==> src/rtl/dtmr_pkg.sv <==
package dtmr_pkg;

  // Strobes passed from the control side to the datapath each cycle.
  typedef struct packed {
    logic tick;      // divider advance enable
    logic wipe;      // return all stages to zero
    logic flagDrop;  // request to clear the event flag
  } dtmr_strobe_t;

endpackage

==> src/rtl/dtmr_ctrl.sv <==
module dtmr_ctrl
  import dtmr_pkg::*;
#(
  parameter int PRE_BITS = 7
) (
  input  logic         clk,
  input  logic         rstN,
  input  logic         srcSel,
  input  logic         subTick,
  input  logic         divClr,
  input  logic         flagClr,
  output dtmr_strobe_t strb
);

  logic [PRE_BITS-1:0] preCnt;
  logic                mainTick;

  // Free-running prescaler; not affected by divClr.
  always_ff @(posedge clk) begin
    if (!rstN) preCnt <= '0;
    else       preCnt <= preCnt + 1'b1;
  end

  assign mainTick = &preCnt;

  always_comb begin
    strb.tick     = srcSel ? mainTick : subTick;
    strb.wipe     = divClr;
    strb.flagDrop = divClr | flagClr;
  end

endmodule

==> src/rtl/dtmr_path.sv <==
module dtmr_path
  import dtmr_pkg::*;
#(
  parameter int DIV_BITS = 14,
  parameter int LO_TAP   = 11
) (
  input  logic                clk,
  input  logic                rstN,
  input  dtmr_strobe_t        strb,
  input  logic                tapSel,
  input  logic                intEn,
  input  logic                holdEn,
  output logic                evtFlag,
  output logic                irq,
  output logic                holdRel,
  output logic                ovf,
  output logic [DIV_BITS-1:0] cnt
);

  logic [DIV_BITS:0] carry;

  assign carry[0] = strb.tick;

  // One toggle stage per divider bit, carry rippling upward.
  for (genvar i = 0; i < DIV_BITS; i++) begin : g_stage
    assign carry[i+1] = carry[i] & cnt[i];
    always_ff @(posedge clk) begin
      if (!rstN)          cnt[i] <= 1'b0;
      else if (strb.wipe) cnt[i] <= 1'b0;
      else if (carry[i])  cnt[i] <= ~cnt[i];
    end
  end

  assign ovf = tapSel ? carry[DIV_BITS] : carry[LO_TAP];

  // Sticky flag: a set beats any clear in the same cycle.
  always_ff @(posedge clk) begin
    if (!rstN)              evtFlag <= 1'b0;
    else if (ovf)           evtFlag <= 1'b1;
    else if (strb.flagDrop) evtFlag <= 1'b0;
  end

  assign irq     = evtFlag & intEn;
  assign holdRel = evtFlag & holdEn;

endmodule

==> src/rtl/div_event_timer.sv <==
module div_event_timer
  import dtmr_pkg::*;
#(
  parameter int DIV_BITS = 14,
  parameter int LO_TAP   = 11,
  parameter int PRE_BITS = 7
) (
  input  logic clk,
  input  logic rstN,
  input  logic srcSel,
  input  logic subTick,
  input  logic divClr,
  input  logic flagClr,
  input  logic tapSel,
  input  logic intEn,
  input  logic holdEn,
  output logic evtFlag,
  output logic irq,
  output logic holdRel
);

  dtmr_strobe_t        strb;
  logic                ovfEvt;
  logic [DIV_BITS-1:0] divCount;

  dtmr_ctrl #(.PRE_BITS(PRE_BITS)) u_ctrl (
    .clk     (clk),
    .rstN    (rstN),
    .srcSel  (srcSel),
    .subTick (subTick),
    .divClr  (divClr),
    .flagClr (flagClr),
    .strb    (strb)
  );

  dtmr_path #(.DIV_BITS(DIV_BITS), .LO_TAP(LO_TAP)) u_path (
    .clk     (clk),
    .rstN    (rstN),
    .strb    (strb),
    .tapSel  (tapSel),
    .intEn   (intEn),
    .holdEn  (holdEn),
    .evtFlag (evtFlag),
    .irq     (irq),
    .holdRel (holdRel),
    .ovf     (ovfEvt),
    .cnt     (divCount)
  );

endmodule

==> config.mk <==
export PLATFORM = sky130hd
export DESIGN_NAME = div_event_timer
export DESIGN_NICKNAME = d
export VERILOG_FILES = /design/src/rtl/dtmr_pkg.sv /design/src/rtl/dtmr_ctrl.sv /design/src/rtl/dtmr_path.sv /design/src/rtl/div_event_timer.sv
export SDC_FILE = /design/constraint.sdc
export NUM_CORES = 1
export LEC_CHECK = 0
export ABC_AREA = 1
export CAP_MARGIN = 10
export CORE_MARGIN = 2
export CORE_UTILIZATION = 50
export CTS_CLUSTER_DIAMETER = 150
export DETAILED_ROUTE_END_ITERATION = 10
export PLACE_DENSITY = 0.7
export SLEW_MARGIN = 10
export SYNTH_ARGS = -nofsm -noshare
export SYNTH_HDL_FRONTEND = slang
export SYNTH_SLANG_ARGS = --single-unit
==> constraint.sdc <==
create_clock -name clk -period 2.2 [get_ports clk]
set_input_delay 0.33 -clock clk [delete_from_list [all_inputs] [get_ports clk]]
set_output_delay 0.33 -clock clk [all_outputs]
set_load 0.005 [all_outputs]
# Word level (Yosys, flattened, before mapping)
# Index checks and enable logic that the tools add are counted.
# totals
reg_bits	22
inputBits	9
output_inout_bits	3
word_cells	56
# op_classes
n_addsub	1
n_mux	4
n_bitwise	32
reduce_logical	3
# op_table
op	n
AND 1 bit	16
inverter 1 bit	15
adder 7 x 1 -> 7 bit, second input constant	1
AND reduction 7 bit	1
two-way mux 1 bit	4
nonzero test 2 bit	1
OR reduction 2 bit	1
OR 1 bit	1

# Logic depth before layout (Yosys ltp)
# depth
depth_word	18
depth_mapped	15
mapped_depth_nobuf	15

# By module
# Synthesis repeated with hierarchy kept, for this count alone.
# hier_totals
cells_unflattened	125
hier_area_um2	977.2
# modules_own_cells
mod	n_inst	cells_each	area_per_inst_um2	seq_area_each_um2
dtmr_path	1	81	666.9	300.3
dtmr_ctrl	1	44	310.3	140.1

# Least setup slack after synthesis
# Ideal clock, no wire load.
# synth_timing
path_type	register to register
startpoint	register u_ctrl.preCnt[0]
endpoint	register u_path.cnt[13]
setup_ns	0.112
t_arrival_ns	1.708
t_required_ns	2.088
path_slack_ns	0.380
path_stages_with_launch	15
path_buffers	0
synth_period_minus_slack_ns	1.820
path_cell_list	dfxtp_1 > ha_1 > nand2_2 > nor2_4 > nand3_2 > nand2_4 > nand4_4 > nor2_4 > nand4_4 > nor2_4 > nand4_4 > nor2_4 > nand3_1 > nand2_1 > nor2_2
# synth_between
elab_chain_cells	15
# synth_rtl
element	line	rtl
start, declared	dtmr_ctrl.sv:15	logic [PRE_BITS-1:0] preCnt;
start signal, assigned	dtmr_ctrl.sv:21	else preCnt <= preCnt + 1'b1;
AND reduction 7 bit	dtmr_ctrl.sv:24	assign mainTick = &preCnt;
two-way mux 1 bit	dtmr_ctrl.sv:27	strb.tick = srcSel ? mainTick : subTick;
AND 1 bit (13 in series)	dtmr_path.sv:26	assign carry[i+1] = carry[i] & cnt[i];
end signal, assigned by index	dtmr_path.sv:30	else if (carry[i]) cnt[i] <= ~cnt[i];
end, declared	dtmr_path.sv:17	output logic [DIV_BITS-1:0] cnt
# Every way passes these cells.
# A chain may end at the register's enable or synchronous reset.

# Final worst setup path
# Ends and elaborated chain as after synthesis.

==> flow_summary_export.csv <==
group,metric,value,unit
critical_path,critPathKind,"flip-flop to flip-flop",
detailed_routing,drt_iter0_drc,20,
critical_path,worstPathRequired,2.41,ns
timing,worst_pin_slew,0.400,ns
synth,yosys_warnings,0,
global_route,grt_start_max_net_pins,13,
timing,timing.final.ws_setup,0.215,ns
layout,area_delta_synth_final,19.4,%
clock_tree,htreeDepth,1,
layout,final_cell_mix,"dfxtp_1, nand2_1, inv_1",
floorplan,rows,15,
timing,min_period,1.98,ns
global_route,antenna_found_initial,0,
global_route,grt_pass1_wl,2420,µm
timing,relSlewSlack,73.3,%
critical_path,arrival,2.20,ns
place,globalplace.congestion,0.771,
detailed_routing,drtAntennaViolNets,0,
timing,clock_skew,0.00618,ns
place,portBuffers,11,
timing,setup-tns-final,0,ns
pwr,irDropWorstVdd,0.439,mV
critical_path,crit_path_start_kind,"flip-flop",
global_route,overflow,0,
critical_path,cp-startpoint,"u_ctrl.preCnt[0]$_SDFF_PN0_",
clock_tree,cts_buffers,3,
layout,antenna_cells,0,
timing,min_period_over_period,90.2,%
critical_path,timing.critical_path.fanout_max,5,
layout,final_nets,140,
detailed_routing,wl,1460,µm
synth,synth_cell_type_count,23,
floorplan,die_area,2290,µm²
flow_run,cap_violations,0,
timing,rsz0062_at_grt,"no",
pwr,leakage,0.462,nW
critical_path,crit_chain,"ha_2, nand2_2, nor2_4, nand3_2, nand2_4, nand4_4, nor2_4, nand4_4, nor2_4, nand4_4, nor2_4, nand3_1, nand2_1, nor2_2",
min_path,min-delay-start,"u_ctrl.preCnt[0]$_SDFF_PN0_",
layout,final_common_cell,"dfxtp_1",
critical_path,cpMostUsedCell,"nor2_4",
critical_path,rrSetupSlack,0.22,ns
synth,synth_nets,124,
place,preCtsSetupSlack,0.0136,ns
timing,drv_slew,0,
critical_path,endpoint_kind,"flip-flop",
clock_tree,cts_tree,"built",
clock_tree,worstSkewPairLatency,0.31,ns
layout,layout-drive-gt1-share,15.5,%
synth,syn_area,961,µm²
detailed_routing,vias,728,
detailed_routing,drc,0,
place,hpwlAfterDp,1110,µm
critical_path,path_buf_inv,0,
timing,hold_violations,0,
global_route,grt_pass1_vias,621,
synth,syn_inst,114,
floorplan,start_util,54.5,%
pwr,power-per-cell-area,581,nW/µm²
critical_path,critPathMaxStageDelay,0.36,ns
floorplan,coreArea,1760,µm²
global_route,grt_use_total,15.3,%
critical_path,cpMaxStageDelayCell,"dfxtp_2",
clock_tree,clkTransAtPathRegs,0.12,ns
floorplan,die-width,47.8,µm
detailed_routing,vias_per_cell,4.73,
synth,ys_seq_area_share,45.8,%
status,status,"finished clean",
timing,max_freq,0.504,GHz
clock_tree,ctsHoldBuffers,0,
clock_tree,cts_root_buf,"clkbuf_4",
layout,fillers,153,
critical_path,regToRegStartpoint,"u_ctrl.preCnt[0]$_SDFF_PN0_",
timing,finalSetupViolations,0,
detailed_routing,drtPass1Iterations,4,
floorplan,die_h,47.8,µm
synth,avgSynthCellArea,8.43,µm²
min_path,hp-class,"flip-flop to flip-flop",
clock_tree,ctsLongestPathBuffers,2,
critical_path,cp_top_family,"simple AND/OR/NAND/NOR gates",
clock_tree,clkSinkCount,22,
synth,synth-seq-cells,22,
detailed_routing,wl_per_cell,9.45,µm
floorplan,boundaryPins,12,
[path summary, 6_finish.rpt]
check             cells past startpoint                          end
setup reg to reg                     14  u_path.cnt[13]$_SDFFE_PP0P_
hold reg to reg                       1  u_ctrl.preCnt[0]$_SDFF_PN0_
setup / recovery                     14  u_path.cnt[13]$_SDFFE_PP0P_
hold / removal                        1  u_ctrl.preCnt[0]$_SDFF_PN0_
[worst reg2reg max path, cell delays in order, from the launching register on]
cell and delay (ns):
dfxtp_2 0.36, ha_2 0.19, nand2_2 0.09, nor2_4 0.12, nand3_2 0.09, nand2_4 0.08, nand4_4 0.11, nor2_4 0.14
nand4_4 0.13, nor2_4 0.14, nand4_4 0.13, nor2_4 0.13, nand3_1 0.07, nand2_1 0.08, nor2_2 0.04
[cell families (layout without fill, tap and decap cells)]
kind of cell    Yosys count  after routing  share of synthesized area, %
compound gates           26             26                          14.1
buf+inv                  17             32                          6.64
simple gates             47             47                          31.3
xor+xnor                  1              1                         0.912
flops                    22             22                          45.8
fa+ha+maj                 1              1                          1.30
[power by group]
part / internal, mW / leakage [nW] / switching [mW]
clock network: 0.101 / 0.0210 / 0.119
logic: 0.0212 / 0.262 / 0.0169
registers: 0.404 / 0.178 / 0.00401
[layout make-up]
| type | instances | area (µm²) | area share, % |
|---|---|---|---|
| clock buffers | 4 | 36.3 | 3.16 |
| inverters | 16 | 60.1 | 5.23 |
| multi-input cells | 75 | 459 | 40.0 |
| flip-flops and latches | 22 | 443 | 38.6 |
| well taps | 25 | 31.3 | 2.73 |
| repair buffers | 12 | 118 | 10.3 |
[synthesized netlist by cell type]
library cell,instances,area share (%)
nor2_2,1,0.65
nor2_4,4,4.7
nor3_1,1,0.52
o21a_1,1,0.78
xnor2_1,1,0.91
nand2_2,1,0.65
nand4_4,3,6.6
o21ai_0,11,5.7
nor2_1,13,5.1
nor3b_2,1,1.3
inv_1,15,5.9
nor3b_1,2,1.6
clkbuf_1,1,0.39
a21oi_1,13,6.8
nand2_4,1,1.2
ha_1,1,1.3
nand4_1,1,0.65
nand2_1,16,6.3
nand3_2,1,1.0
clkinv_1,1,0.39
dfxtp_1,22,46
a211oi_1,1,0.78
nand3_1,2,1.0
[layer usage]
| metal | vias up | track usage [%] | share of wire [%] |
|---|---|---|---|
| met5 | - | 0 | 0 |
| met4 | 0 | 4.86 | 0.82 |
| met3 | 2 | 6.79 | 5.5 |
| met2 | 12 | 24.8 | 44 |
| met1 | 313 | 18.0 | 49 |
| li1 | 401 | - | - |
[what timing repair did]
| item | CTS | global route |
|---|---|---|
| gates resized for setup | 0 | 3 |
| setup endpoints to repair | 0 | 1 |
| buffers inserted | 0 | 0 |
| endpoints found under the hold margin | 0 | 0 |
[metrics by stage]
stage / utilization, % / power, mW / std cells / hold slack, ns / area [µm²]
floorplan: - / 0.434 / 114 / 0.418 / 961
global placement: 62.7 / 0.453 / 150 / 0.429 / 1110
detailed placement: 62.7 / 0.454 / 150 / 0.453 / 1110
CTS: 64.8 / 0.675 / 154 / 0.471 / 1140
global route: 65.0 / 0.692 / 154 / 0.450 / 1150
finish: 65.0 / 0.667 / 154 / 0.431 / 1150
[sequential cells by signal (all words and copies together) (netlist names)]
signal / cells
u_ctrl.preCnt: 7
u_path.cnt: 14
u_path.evtFlag: 1
(Power assumes the default switching activity.)
